`config.mk`:
```
export PLATFORM = sky130hd
export DESIGN_NAME = burst_col_gen
export DESIGN_NICKNAME = d
export VERILOG_FILES = /design/src/rtl/burst_col_pkg.sv /design/src/rtl/bcg_rst_sync.sv /design/src/rtl/bcg_cfg_decode.sv /design/src/rtl/bcg_col_map.sv /design/src/rtl/burst_col_gen.sv
export SDC_FILE = /design/constraint.sdc
export NUM_CORES = 1
export LEC_CHECK = 0
export BUFFER_PORTS_ARGS = -buffer_cell sky130_fd_sc_hd__buf_2
export CAP_MARGIN = 5
export CORE_UTILIZATION = 40
export DETAILED_ROUTE_END_ITERATION = 16
export GPL_TIMING_DRIVEN = 0
export PLACE_DENSITY = 0.64
export SLEW_MARGIN = 20
export SYNTH_ARGS = -nofsm -noshare
export SYNTH_HDL_FRONTEND = slang
export SYNTH_HIERARCHICAL = 1
export SYNTH_SLANG_ARGS = --single-unit
```
`constraint.sdc`:
```
create_clock -name clk -period 1.85 [get_ports clk]
set_input_delay 0.185 -clock clk [delete_from_list [all_inputs] [get_ports clk]]
set_output_delay 0.185 -clock clk [all_outputs]
set_load 0.02 [all_outputs]
```
`src/rtl/burst_col_pkg.sv`:
```
package burst_col_pkg;
  localparam logic [2:0] BL_CODE_1    = 3'd0;
  localparam logic [2:0] BL_CODE_2    = 3'd1;
  localparam logic [2:0] BL_CODE_4    = 3'd2;
  localparam logic [2:0] BL_CODE_8    = 3'd3;
  localparam logic [2:0] BL_CODE_FULL = 3'd7;

  typedef struct packed {
    logic       full;
    logic       il;
    logic       illegal;
    logic [1:0] len_log;
  } burst_cfg_t;
endpackage

```
`src/rtl/bcg_rst_sync.sv`:
```
module bcg_rst_sync #(
  parameter int STAGES = 2
) (
  input  logic clk,
  input  logic arst_n,
  output logic srst_n
);
  logic [STAGES-1:0] sync_q;

  always_ff @(posedge clk or negedge arst_n) begin
    if (!arst_n) sync_q <= '0;
    else         sync_q <= {sync_q[STAGES-2:0], 1'b1};
  end

  assign srst_n = sync_q[STAGES-1];
endmodule

```
`src/rtl/bcg_cfg_decode.sv`:
```
module bcg_cfg_decode
  import burst_col_pkg::*;
#(
  parameter int COL_W = 9
) (
  input  logic [2:0]       bl_code,
  input  logic             interleave,
  input  logic             is_write,
  input  logic             single_write,
  output logic [COL_W-1:0] mask,
  output burst_cfg_t       cfg
);
  always_comb begin
    cfg.il      = interleave;
    cfg.full    = 1'b0;
    cfg.illegal = 1'b0;
    cfg.len_log = 2'd3;
    unique case (bl_code)
      BL_CODE_1: cfg.len_log = 2'd0;
      BL_CODE_2: cfg.len_log = 2'd1;
      BL_CODE_4: cfg.len_log = 2'd2;
      BL_CODE_8: cfg.len_log = 2'd3;
      BL_CODE_FULL: begin
        if (interleave) cfg.illegal = 1'b1;
        else            cfg.full    = 1'b1;
      end
      default: cfg.illegal = 1'b1;
    endcase
    if (is_write && single_write) begin
      cfg.full    = 1'b0;
      cfg.len_log = 2'd0;
    end
  end

  always_comb begin
    if (cfg.full) begin
      mask = '1;
    end else begin
      unique case (cfg.len_log)
        2'd0:    mask = '0;
        2'd1:    mask = COL_W'(1);
        2'd2:    mask = COL_W'(3);
        default: mask = COL_W'(7);
      endcase
    end
  end
endmodule

```
`src/rtl/bcg_col_map.sv`:
```
module bcg_col_map #(
  parameter int COL_W = 9
) (
  input  logic [COL_W-1:0] base,
  input  logic [COL_W-1:0] beat,
  input  logic [COL_W-1:0] mask,
  input  logic             il,
  output logic [COL_W-1:0] col
);
  logic [COL_W-1:0] offs;

  always_comb begin
    if (il) offs = base ^ beat;
    else    offs = base + beat;
    col = (base & ~mask) | (offs & mask);
  end
endmodule

```
`src/rtl/burst_col_gen.sv`:
```
module burst_col_gen
  import burst_col_pkg::*;
#(
  parameter int COL_W = 9
) (
  input  logic             clk,
  input  logic             rst_n,
  input  logic             start_i,
  input  logic [COL_W-1:0] start_col_i,
  input  logic [2:0]       bl_code_i,
  input  logic             interleave_i,
  input  logic             is_write_i,
  input  logic             single_write_i,
  input  logic             stop_i,
  output logic [COL_W-1:0] col_o,
  output logic             valid_o,
  output logic             last_o,
  output logic             cfg_err_o
);
  logic             rst_sync_n;
  logic [COL_W-1:0] dec_mask;
  burst_cfg_t       dec_cfg;

  logic [COL_W-1:0] base_q, mask_q, cnt_q, col_q;
  logic             full_q, il_q, vld_q, last_q, err_q;

  logic [COL_W-1:0] base_d, mask_d, cnt_d, col_d;
  logic             full_d, il_d, vld_d, last_d, err_d;
  logic             cfg_en, cnt_en, col_en;

  bcg_rst_sync #(.STAGES(2)) rst_sync_i (
    .clk    (clk),
    .arst_n (rst_n),
    .srst_n (rst_sync_n)
  );

  bcg_cfg_decode #(.COL_W(COL_W)) dec_i (
    .bl_code      (bl_code_i),
    .interleave   (interleave_i),
    .is_write     (is_write_i),
    .single_write (single_write_i),
    .mask         (dec_mask),
    .cfg          (dec_cfg)
  );

  always_comb begin
    cfg_en = start_i;
    base_d = cfg_en ? start_col_i  : base_q;
    mask_d = cfg_en ? dec_mask     : mask_q;
    full_d = cfg_en ? dec_cfg.full : full_q;
    il_d   = cfg_en ? dec_cfg.il   : il_q;
    err_d  = err_q | (cfg_en & dec_cfg.illegal);

    cnt_en = 1'b0;
    cnt_d  = cnt_q;
    vld_d  = 1'b0;
    if (start_i) begin
      cnt_en = 1'b1;
      cnt_d  = '0;
      vld_d  = 1'b1;
    end else if (vld_q && !stop_i && !last_q) begin
      cnt_en = 1'b1;
      cnt_d  = cnt_q + COL_W'(1);
      vld_d  = 1'b1;
    end
    col_en = vld_d;
    last_d = vld_d && !full_d && (cnt_d == mask_d);
  end

  bcg_col_map #(.COL_W(COL_W)) map_i (
    .base (base_d),
    .beat (cnt_d),
    .mask (mask_d),
    .il   (il_d),
    .col  (col_d)
  );

  always_ff @(posedge clk or negedge rst_sync_n) begin
    if (!rst_sync_n) begin
      base_q <= '0;
      mask_q <= '0;
      full_q <= 1'b0;
      il_q   <= 1'b0;
    end else if (cfg_en) begin
      base_q <= base_d;
      mask_q <= mask_d;
      full_q <= full_d;
      il_q   <= il_d;
    end
  end

  always_ff @(posedge clk or negedge rst_sync_n) begin
    if (!rst_sync_n)  cnt_q <= '0;
    else if (cnt_en)  cnt_q <= cnt_d;
  end

  always_ff @(posedge clk or negedge rst_sync_n) begin
    if (!rst_sync_n)  col_q <= '0;
    else if (col_en)  col_q <= col_d;
  end

  always_ff @(posedge clk or negedge rst_sync_n) begin
    if (!rst_sync_n) begin
      vld_q  <= 1'b0;
      last_q <= 1'b0;
      err_q  <= 1'b0;
    end else begin
      vld_q  <= vld_d;
      last_q <= last_d;
      err_q  <= err_d;
    end
  end

  assign col_o     = col_q;
  assign valid_o   = vld_q;
  assign last_o    = last_q;
  assign cfg_err_o = err_q;
endmodule

```
# Word-level counts from Yosys, hierarchy flattened
# Index checks and enable logic that the tools add are counted.
# W data, S select, Z words.
totals:
  wordCells: 55
  reg_bits: 43
  inputBits: 19
  output_inout_bits: 12
op_classes:
  addsub: 2
  eq_ne: 7
  bitwise: 7
  n_mux: 18
  n_reduce_logical: 11
ops:
  columns: ["operator", "n"]
  rows:
  - ["$mux W9", 6]
  - ["$and A9 B9 Y9", 2]
  - ["$add A9 B1 Y9 const B", 1]
  - ["$add A9 B9 Y9", 1]
  - ["$eq A9 B9 Y1", 1]
  - ["$not A9 Y9", 1]
  - ["$or A9 B9 Y9", 1]
  - ["$pmux W3 S3", 1]
  - ["$xor A9 B9 Y9", 1]
  - ["$mux W1", 8]
  - ["$eq A3 B2 Y1 const B", 2]
  - ["$pmux W2 S3", 1]
  - ["$logic_and A1 B1 Y1", 5]
  - ["$reduce_or A4 Y1", 1]
  - ["$eq A3 B1 Y1 const B", 1]
  - ["$eq A3 B3 Y1 const B", 1]
  - ["$logic_not A1 Y1", 3]
  - ["$logic_not A3 Y1", 1]
  - ["$eq A2 B1 Y1 const B", 1]
  - ["$eq A2 B2 Y1 const B", 1]
  - ["$logic_not A2 Y1", 1]
  - ["$mux W2", 1]
  - ["$pmux W1 S2", 1]
  - ["$and A1 B1 Y1", 1]
  - ["$or A1 B1 Y1", 1]

# Depth between registers and ports, before layout
# Gate-level depths: netlist of the first run.
depth:
  depth_word: 10
  depth_mapped: 12
  mapped_depth_nobuf: 12

# Modules after synthesis
# Netlist of the first run, hierarchy kept.
by_module_without_submodules:
  columns: ["mod", "area_each_um2", "cells_each", "n_inst"]
  rows:
  - ["burst_col_gen", 2220.9, 187, 1]
  - ["bcg_col_map", 519.2, 67, 1]
  - ["bcg_cfg_decode", 122.6, 17, 1]
  - ["bcg_rst_sync", 53.8, 3, 1]

# Worst setup path after synthesis of the first run
# Ideal clock, no wire load.
synth_path:
  kind: "register to register"
  start: "reg vld_q, in the netlist valid_o"
  end: "reg col_q[6], in the netlist col_o[6]"
  arrival_time_ps: 2921
  stages_incl_launch_ff: 11
  required_ps: 1725
  path_buffers: 0
  setup_slack_ps: -1195
  setup_ps: 125
  cell_sequence: "dfrtp_1 -> nor3b_2 -> mux2i_1 -> inv_1 -> fa_1 -> nand2b_1 -> a211oi_2 -> a31oi_1 -> xnor2_1 -> mux2_2 -> mux2_2"
synth_between:
  elab_chain_len: 8
synth_rtl:
  columns: ["item", "line", "rtl"]
  rows:
  - ["start, declared", "burst_col_gen.sv:25", "logic full_q, il_q, vld_q, last_q, err_q;"]
  - ["start signal, assigned", "burst_col_gen.sv:108", "vld_q <= vld_d;"]
  - ["$logic_and A1 B1 Y1 (2 in a row)", "burst_col_gen.sv:61", "end else if (vld_q && !stop_i && !last_q) begin"]
  - ["$mux W9", "burst_col_gen.sv:61", null]
  - ["$mux W9", "burst_col_gen.sv:57", "if (start_i) begin"]
  - ["net cnt_d[1]", "burst_col_gen.sv:27", "logic [COL_W-1:0] base_d, mask_d, cnt_d, col_d;"]
  - ["$add A9 B9 Y9", "bcg_col_map.sv:14", "else offs = base + beat;"]
  - ["$mux W9", "bcg_col_map.sv:13", "if (il) offs = base ^ beat;"]
  - ["$and A9 B9 Y9", "bcg_col_map.sv:15", "col = (base & ~mask) | (offs & mask);"]
  - ["$or A9 B9 Y9", "bcg_col_map.sv:15", null]
  - ["net col_d[6]", "burst_col_gen.sv:27", null]
  - ["end signal, assigned", "burst_col_gen.sv:99", "else if (col_en) col_q <= col_d;"]
  - ["end, declared", "burst_col_gen.sv:24", "logic [COL_W-1:0] base_q, mask_q, cnt_q, col_q;"]
# The timed path passes the listed nets, and every way through them passes these cells.
# A chain may end at the register's enable or synchronous reset.

# Worst setup path in the final report of the first run
layout_path:
  start: "reg last_q, in the netlist last_o"
  end: "reg col_q[6], in the netlist col_o[6]"
layout_between:
  elab_chain_len: 8
layout_rtl:
  columns: ["item", "line", "rtl"]
  rows:
  - ["start, declared", "burst_col_gen.sv:25", null]
  - ["start signal, assigned", "burst_col_gen.sv:109", "last_q <= last_d;"]
  - ["$logic_not A1 Y1", "burst_col_gen.sv:61", null]
  - ["$logic_and A1 B1 Y1", "burst_col_gen.sv:61", null]
  - ["$mux W9", "burst_col_gen.sv:61", null]
  - ["$mux W9", "burst_col_gen.sv:57", null]
  - ["net cnt_d[3]", "burst_col_gen.sv:27", null]
  - ["$add A9 B9 Y9", "bcg_col_map.sv:14", null]
  - ["$mux W9", "bcg_col_map.sv:13", null]
  - ["$and A9 B9 Y9", "bcg_col_map.sv:15", null]
  - ["$or A9 B9 Y9", "bcg_col_map.sv:15", null]
  - ["net col_d[6]", "burst_col_gen.sv:27", null]
# The timed path passes the listed nets, and every way through them passes these cells.

==> summary.md, run 1 <==
| Metric | Value |
|---|---|
| Multi-input logic area | `1970 um2` |
| DRC viols | `0` |
| IO Pins | `31` |
| Vias in the first global route | `2235` |
| Htree depth | `2` |
| Tot GR Track Use | `18.8%` |
| CP top delay family | `compound AO/OA/AOI/OAI gates` |
| Mapped cell area | `2900 um2` |
| Status | `complete, but fails checks` |
| Failing checks | `negative setup slack` |
| Syn Area/Cell | `10.7 um2` |
| Pwr dens | `614 nW/um2` |
| Hold Fails Final Rpt | `0` |
| Slew Viols, Final | `0` |
| Net count, final | `368` |
| Share of layout cells above drive strength 1 | `52.4%` |
| Buf/Inv on CP | `1` |
| Total power | `2.32 mW` |
| Die Y | `87.2 um` |
| Die X | `87.2 um` |
| Worst-Margin Slew | `0.786 ns` |
| Syn Inst Count | `272` |
| Core Area | `6910 um2` |
| Clk buf depth | `2` |
| ANT nets after route | `0` |
| Die Area | `7600 um2` |
| Crit Path Max Fanout | `5` |
| Leakage | `1.65 nW` |
| TNS Setup | `-7.33 ns` |
| Fmax | `0.332 GHz` |
| RSZ-0062 raised after global routing | `yes` |
| Max-cap violations | `0` |
| # setup viols final | `10` |
| CTS tree | `yes` |
| Count of input and output buffers | `30` |
| Max-slew headroom | `47.5%` |
| Drt total wl | `6.84 mm` |
| DP Wirelength | `4.79 mm` |
| Initial DRC count | `120` |
| CP Capture Type | `register` |
| Root buf cell | `clkbuf_8` |
| Critical Path RT | `2.03 ns` |
| Worst-skew pair later-pin latency | `0.29 ns` |
| Filler Cells Inserted | `632` |
| CP max stage delay | `0.44 ns` |
| Largest net degree at the start of global routing | `31` |
| Initial antenna violation count | `0` |
| First-pass GRT wire length | `10.9 mm` |
| Starting density of the core | `42.0%` |
| Synthesized Nets | `301` |
| CP cell instances | `buf_4, nand4bb_4, o211ai_1, nand2_1, ha_1, nor2_1, a211oi_4, a31oi_1, xnor2_1, mux2_4, mux2_2` |
| Critical Path Source Type | `register` |
| Drt via density | `5.30` |
| Slowest CP cell | `dfrtp_2` |
| Setup Skew | `0.00874 ns` |
| Min cycle time layout | `3.01 ns` |
| Remaining global-route overflow | `0` |
| Register area | `1080 um2` |
| CTS Buf Count | `5` |
| Kind of critical path | `reg -> reg` |
| Pre-antenna DRT Iters | `4` |
| Clock transition at path regs | `0.08 ns` |
| Worst Path Arrival | `3.19 ns` |
| CTS sink cnt | `43` |
| Fin util | `54.8%` |
| Area grow syn2layout | `30.4%` |
| Max rail drop VDD | `0.358 mV` |
| Antenna cells | `0` |
| Final cycle utilization of the critical path | `163%` |
| GPL Wtd Cong | `0.782` |
| Row count | `30` |
| Final worst slack | `-1.16 ns` |
| Ys Warns | `6` |
| Hold crit path type | `in -> reg` |
| Via count | `2299` |
| Post-DR wirelength/cell | `15.8 um` |
-- registers in the layout, summed over array words and instances (netlist names) --
name               flops
cnt_q                  9
mask_q                 9
last_o                 1
full_q                 1
cfg_err_o              1
il_q                   1
rst_sync_i/sync_q      2
col_o                  9
base_q                 9
valid_o                1
-- routing by layer --
layer	global-route usage (%)	vias up	wire, um
li1	-	1109	-
met1	25.0	1124	3180
met2	31.9	56	3340
met3	3.13	10	237
met4	4.77	0	82
met5	0	-	0
-- cell type report --
class | count | share of cell area, %
clock buffers | 6 | 1.92
flip-flops and latches | 43 | 28.6
repair buffers | 60 | 10.6
inverters | 9 | 0.893
multi-input cells | 205 | 52.0
well taps | 96 | 3.17
plain buffers | 15 | 2.81
-- path summary, 6_finish.rpt --
| path | startpoint | to | slack (ns) | cells past startpoint |
|---|---|---|---|---|
| setup / recovery | last_o$_DFF_PN0_ | col_o[6]$_DFFE_PN0N_ | -1.16 | 11 |
| hold / removal | start_col_i[7] | base_q[7]$_DFFE_PN0P_ | 0.13 | 2 |
| setup reg to reg | last_o$_DFF_PN0_ | col_o[6]$_DFFE_PN0N_ | -1.16 | 11 |
| hold reg to reg | rst_sync_i/sync_q[1]$_DFF_PN0_ | base_q[7]$_DFFE_PN0P_ | 0.14 | 0 |
| max in group asynchronous | rst_sync_i/sync_q[1]$_DFF_PN0_ | valid_o$_DFF_PN0_ | 1.24 | 1 |
| min in group asynchronous | rst_sync_i/sync_q[1]$_DFF_PN0_ | base_q[7]$_DFFE_PN0P_ | 0.14 | 0 |
-- stage by stage --
stage,instances,area [um2],setup WS (ns),hold slack [ns]
after floorplan,272,3000,-1.04,-0.111
after global placement,398,3270,-1.28,-0.0289
after detailed placement,399,3290,-1.30,-0.0272
after CTS,424,3630,-1.12,0.124
after global routing,434,3780,-1.24,0.132
final,434,3780,-1.16,0.126
-- report_power, final --
part           total [mW]  internal [mW]  switching (mW)  leakage (nW)
logic               0.690          0.352           0.338          1.08
clock network       0.557          0.252           0.305        0.0371
registers            1.08           1.02          0.0513         0.529
total                2.32           1.63           0.694          1.65
-- placed cells by master, fill, tap and decap left out, types with 3 or more instances in the layout --
cell type	count
mux2_2	43
dfrtp_1	39
buf_4	34
buf_2	30
nor2_1	17
nand2_1	17
xnor2_1	11
a21oi_1	9
inv_1	8
mux2_4	7
ha_4	6
clkbuf_8	5
buf_6	4
nand2b_1	4
nor2_2	4
nand3_1	4
a21o_1	4
dfrtp_2	4
clkbuf_1	3
and3_1	3
xnor2_2	3
o211ai_1	3
mux2i_1	3
o21ai_0	3
a31oi_1	3
o21a_1	3
-- what timing repair did --
action / CTS / global route
hold buffers: 1 / 0
pin swaps: 22 / 20
endpoints found under the hold margin: 2 / 0
setup buffers: 18 / 10
endpoints found under the setup margin: 10 / 10
gates cloned: 0 / 0
gates resized for setup: 19 / 13
(Power assumes the default switching activity.)
==> run 2: changes to the inputs <==
REMOVE_ABC_BUFFERS = 1   (was default)
==> run 2 against run 1 <==
Effect of this change: the run still ends with negative setup slack left; critical path depth increased by 1; first-iteration DRC count decreased by 23%; hold slack improved by 0.010 ns; flip-flop and latch count unchanged; setup slack improved by 0.029 ns; largest cell class unchanged; sequential share of layout area increased by 1.6 points; count of clock-buffer cells in the layout increased by 2; clock power increased by 18%.
==> summary.md, run 2 (synthesis results as in run 1) <==
| Metric | Value |
|---|---|
| DRC viols | `0` |
| Seq pwr share | `45.3%` |
| Max-cap violations | `0` |
| Pre-antenna DRT Iters | `4` |
| Sw power | `0.693 mW` |
| Failing checks | `negative setup slack` |
| CP Capture Type | `register` |
| Kind of critical path | `reg -> reg` |
| Net count, final | `344` |
| Root buf cell | `clkbuf_8` |
| Switching part of the total | `29.1%` |
| Reg2reg setup slack | `-1.13 ns` |
| Starting density of the core | `42.0%` |
| Die Y | `87.2 um` |
| Initial antenna violation count | `0` |
| Clock power share | `27.6%` |
| Logic pwr share | `27.1%` |
| Setup Skew | `0.00499 ns` |
| First-pass GRT wire length | `10.4 mm` |
| RSZ-0062 raised after global routing | `yes` |
| DP Wirelength | `4.17 mm` |
| WHS | `0.137 ns` |
| CTS sink cnt | `43` |
| Min cycle time layout | `2.98 ns` |
| Die Area | `7600 um2` |
| CP cell instances | `nor3b_4, xnor2_2, nor2_1, ha_2, inv_2, fa_2, nand2b_4, a211oi_4, a31oi_1, xnor2_1, mux2_4, mux2_2` |
| Post-DR wirelength/cell | `15.2 um` |
| Initial DRC count | `93` |
| Share of layout cells above drive strength 1 | `51.3%` |
| Hold path startpoint | `start_col_i[5]` |
| Worst-skew pair later-pin latency | `0.29 ns` |
| Vias in the first global route | `2228` |
| Final worst slack | `-1.13 ns` |
| Most frequent cells in the layout | `mux2_2, dfrtp_1, buf_2, buf_4, nor2_1` |
| # setup viols final | `10` |
| Count of input and output buffers | `30` |
| Dpl cell area | `3100 um2` |
| Remaining global-route overflow | `0` |
| Via count | `2153` |
| Critical Path RT | `2.03 ns` |
| Htree depth | `2` |
| Dpl cells | `384` |
| Drt via density | `5.23` |
| CTS tree | `yes` |
| Filler Cells Inserted | `660` |
| Leakage | `1.55 nW` |
| CP max stage delay | `0.46 ns` |
| CTS Buf Count | `5` |
| Antenna cells | `0` |
| CP Launch Point | `last_o$_DFF_PN0_` |
| Max rail drop VDD | `0.370 mV` |
| Hold Fails Final Rpt | `0` |
| Fin util | `52.1%` |
| Final std cells w/o fill | `412` |
| Most common cell after layout, fill and taps aside | `mux2_2` |
| GPL Wtd Cong | `0.797` |
| Core Area | `6910 um2` |
| Die X | `87.2 um` |
| Max-slew headroom | `53.9%` |
| Hold crit path type | `in -> reg` |
| Largest net degree at the start of global routing | `60` |
| Critical Path Source Type | `register` |
| ANT nets after route | `0` |
| Pwr dens | `662 nW/um2` |
| Slowest CP cell | `dfrtp_2` |
| Drt total wl | `6.26 mm` |
| Final cycle utilization of the critical path | `161%` |
| Clock transition at path regs | `0.08 ns` |
| Clk buf depth | `2` |
| IO Pins | `31` |
| Slew Viols, Final | `0` |
| Tot GR Track Use | `17.6%` |
| Pint | `1.69 mW` |
| Status | `complete, but fails checks` |
| Row count | `30` |
| Worst Path Arrival | `3.16 ns` |
| Area grow syn2layout | `23.9%` |
| Fmax | `0.335 GHz` |
| Reg-to-Reg Start | `last_o$_DFF_PN0_` |
| Post-Layout Inst Area | `3600 um2` |
| Crit Path Max Fanout | `5` |
| Worst-Margin Slew | `0.690 ns` |
## run 2: stage by stage
step / power, mW / setup TNS, ns / worst slack (ns)
finish: 2.38 / -7.38 / -1.13
global route: 2.50 / -8.71 / -1.29
CTS: 2.37 / -7.35 / -1.15
detailed placement: 1.61 / -11.81 / -1.72
global placement: 1.59 / -11.75 / -1.72
floorplan: 1.45 / -7.06 / -1.20
## run 2: final timing paths
kind / to / depth (start not counted)
setup / recovery: col_o[6]$_DFFE_PN0N_ / 12
hold / removal: base_q[5]$_DFFE_PN0P_ / 2
setup reg to reg: col_o[6]$_DFFE_PN0N_ / 12
hold reg to reg: base_q[0]$_DFFE_PN0P_ / 0
max in group asynchronous: cnt_q[6]$_DFFE_PN0N_ / 1
min in group asynchronous: base_q[0]$_DFFE_PN0P_ / 0
## run 2: power groups by stage
stage          Sequential (mW)  Combinational [mW]  Clock (mW)
2_1_floorplan             1.15               0.297           0
3_3_place_gp              1.11               0.488           0
3_5_place_dp              1.10               0.517           0
4_1_cts                   1.08               0.606       0.685
5_1_grt                   1.09               0.697       0.710
6_report                  1.08               0.645       0.658
## run 2: area by class of cell
cell class                      instances  area [um2]  share of cell area [%]
Sequential cell                        43        1080                    30.1
Inverter                                9        33.8                   0.939
Clock buffer                            8         100                    2.78
Multi-Input combinational cell        205        1930                    53.7
Timing Repair Buffer                   51         329                    9.15
Tap cell                               96         120                    3.34
## run 2: per-layer routing
layer / share of wire, % / wire, um / GRT usage (%) / up-vias
met1: 47 / 2930 / 23.5 / 1047
met2: 48 / 3030 / 28.8 / 32
met4: 2.8 / 178 / 7.15 / 0
met3: 1.9 / 117 / 2.46 / 14
met5: 0 / 0 / 0 / -
li1: - / - / - / 1060
## run 2: what timing repair did
action                                  4_1_cts  5_1_grt
endpoints found under the setup margin       10       11
hold endpoints to repair                      2        0
resized for setup                            35       19
pin swaps                                    25       12
hold buffers                                  1        0
setup buffers                                15        4
## run 2: critical path, delay by kind of cell, from the launching register on
| kind | cells | cell delay [ns] |
|---|---|---|
| AOI/OAI and AO/OA | 2 | 0.41 |
| xor gates and xnor gates | 2 | 0.26 |
| adders and majority gates | 2 | 0.55 |
| buffers and inverters | 1 | 0.04 |
| DFF | 1 | 0.46 |
| muxes | 2 | 0.51 |
| and+or+nand+nor | 3 | 0.65 |
==> run 3: changes to the inputs <==
ABC_AREA = 1   (was default)
==> run 3 against run 2 <==
Effect of this change: the flow still finishes with violations (negative setup slack); count of clock-buffer cells in the layout decreased by 2; sequential share of layout area increased by 0.22 points; clock power decreased by 7.0%; setup slack improved by 0.63 ns; area after synthesis decreased by 2.3%; hold slack got worse by 0.035 ns; critical path depth increased by 5; register-to-register slack improved by 0.63 ns; critical endpoint is now col_o[8]$_DFFE_PN0N_.
==> summary.md, run 3 <==
| Metric | Value |
|---|---|
| Vias in the first global route | `2317` |
| CP top delay family | `simple AND/OR/NAND/NOR gates` |
| Fmax | `0.426 GHz` |
| Remaining global-route overflow | `0` |
| Total power | `2.22 mW` |
| Die X | `86.2 um` |
| Mapped cell area | `2840 um2` |
| Seq pwr share | `47.5%` |
| Hold Fails Final Rpt | `0` |
| Max-slew headroom | `58.1%` |
| Switching part of the total | `31.9%` |
| Row count | `30` |
| Pre-antenna DRT Iters | `7` |
| Drt via density | `4.70` |
| Post-Layout Inst Area | `3560 um2` |
| Fin util | `52.1%` |
| DP Wirelength | `4.52 mm` |
| Antenna cells | `0` |
| Crit Path Max Fanout | `3` |
| Worst Path Arrival | `2.53 ns` |
| Pwr dens | `625 nW/um2` |
| Worst-skew pair later-pin latency | `0.30 ns` |
| Setup Skew | `0.0140 ns` |
| Initial antenna violation count | `0` |
| Final cycle utilization of the critical path | `127%` |
| Net count, final | `474` |
| CTS tree | `yes` |
| Sw power | `0.709 mW` |
| Slew Viols, Final | `0` |
| Post-DR wirelength/cell | `12.3 um` |
| Root buf cell | `clkbuf_8` |
| Final worst slack | `-0.498 ns` |
| TNS Setup | `-3.07 ns` |
| Tot GR Track Use | `18.0%` |
| Max rail drop VDD | `0.328 mV` |
| Syn Area/Cell | `7.05 um2` |
| First-pass GRT wire length | `10.4 mm` |
| Max-cap violations | `0` |
| Critical Path RT | `2.04 ns` |
| Hold crit path type | `in -> reg` |
| Pint | `1.52 mW` |
| Worst-Margin Slew | `0.626 ns` |
| CP Capture Type | `register` |
| Starting density of the core | `41.5%` |
| Die Y | `86.2 um` |
| Initial DRC count | `92` |
| Count of input and output buffers | `30` |
| Critical Path Source Type | `register` |
| Leakage | `1.95 nW` |
| CP max stage delay | `0.41 ns` |
| Min cycle time layout | `2.35 ns` |
| CTS Buf Count | `5` |
| Most frequent CP cell | `nand2_1` |
| Dpl cell area | `3000 um2` |
| CP cell instances | `nor2_4, nand4_1, and2_4, inv_2, ha_4, inv_2, fa_2, inv_1, nand2_1, nand2_2, nand3_2, nand2_1, nand2_1, nand4_1, nand2_1, nand2_1, nand2_1` |
| Failing checks | `negative setup slack` |
| Kind of critical path | `reg -> reg` |
| Most frequent cells in the layout | `nand2_1, inv_1, dfrtp_1, buf_2, nand2_2` |
| # setup viols final | `9` |
| Slowest CP cell | `dfrtp_1` |
| Syn Inst Count | `402` |
| Largest net degree at the start of global routing | `38` |
| ANT nets after route | `0` |
| Ys Warns | `6` |
| Filler Cells Inserted | `679` |
| Die Area | `7430 um2` |
| CTS sink cnt | `43` |
| Drt total wl | `6.67 mm` |
| Area grow syn2layout | `25.5%` |
| IO Pins | `31` |
| Clk buf depth | `2` |
| DRC viols | `0` |
| Core Area | `6830 um2` |
| Buf/Inv on CP | `3` |
| RSZ-0062 raised after global routing | `yes` |
| GPL Wtd Cong | `0.875` |
| Clock transition at path regs | `0.09 ns` |
| Via count | `2545` |
| Most common cell after layout, fill and taps aside | `nand2_1` |
| Htree depth | `2` |
| Clock power share | `27.5%` |
| Status | `complete, but fails checks` |
| Share of layout cells above drive strength 1 | `33.9%` |
| Logic pwr share | `25.0%` |
run 3: what timing repair did:
action | in CTS | in global routing
pin swaps | 12 | 22
setup endpoints to repair | 10 | 11
hold endpoints to repair | 2 | 0
resized for setup | 40 | 38
setup buffers | 12 | 7
cloned | 0 | 0
hold buffers | 1 | 0
run 3: area by class of cell:
cell class              count  area (um2)  area share [%]
clock buffers               6        82.6            2.32
clock inverters             1        5.00           0.141
well taps                  96         120            3.38
multi-input cells         279        1680            47.3
repair buffers             50         330            9.29
inverters                  66         255            7.18
flip-flops and latches     43        1080            30.4
run 3: path summary, 6_finish.rpt:
kind	startpoint	slack [ns]	end	cells after the start
max	last_o$_DFF_PN0_	-0.50	col_o[8]$_DFFE_PN0N_	17
min	start_col_i[0]	0.10	base_q[0]$_DFFE_PN0P_	3
max reg2reg	last_o$_DFF_PN0_	-0.50	col_o[8]$_DFFE_PN0N_	17
min reg2reg	rst_sync_i/sync_q[1]$_DFF_PN0_	0.20	mask_q[4]$_DFFE_PN0P_	0
max in group asynchronous	rst_sync_i/sync_q[1]$_DFF_PN0_	1.18	cnt_q[1]$_DFFE_PN0N_	1
min in group asynchronous	rst_sync_i/sync_q[1]$_DFF_PN0_	0.20	mask_q[4]$_DFFE_PN0P_	0
run 3: metal layers:
| metal | vias up | track usage [%] | part of all wire, % |
|---|---|---|---|
| met4 | 0 | 4.09 | 1.8 |
| met5 | - | 0 | 0 |
| met2 | 55 | 31.3 | 48 |
| li1 | 1310 | - | - |
| met3 | 13 | 2.57 | 2.9 |
| met1 | 1167 | 23.6 | 47 |
run 3: worst reg2reg max path, stage by stage (launching register included):
cell     delay (ns)
dfrtp_1        0.41
nor2_4         0.18
nand4_1        0.16
and2_4         0.18
inv_2          0.06
ha_4           0.14
inv_2          0.04
fa_2           0.33
inv_1          0.06
nand2_1        0.05
nand2_2        0.10
nand3_2        0.14
nand2_1        0.10
nand2_1        0.06
nand4_1        0.07
nand2_1        0.05
nand2_1        0.06
nand2_1        0.05
run 3: power by group through the flow:
stage,Combinational [mW],Clock (mW),Sequential [mW]
after floorplan,0.255,0,1.12
after global placement,0.424,0,1.08
after detailed placement,0.447,0,1.08
after CTS,0.507,0.630,1.06
after global routing,0.614,0.673,1.07
final,0.556,0.612,1.06
run 3: metrics by stage:
| stage | hold slack [ns] | instances | setup slack, ns |
|---|---|---|---|
| 2_1_floorplan | -0.111 | 388 | -0.460 |
| 3_3_place_gp | -0.0303 | 514 | -1.03 |
| 3_5_place_dp | -0.0242 | 515 | -1.07 |
| 4_1_cts | 0.0999 | 535 | -0.468 |
| 5_1_grt | 0.119 | 541 | -0.702 |
| 6_report | 0.101 | 541 | -0.498 |
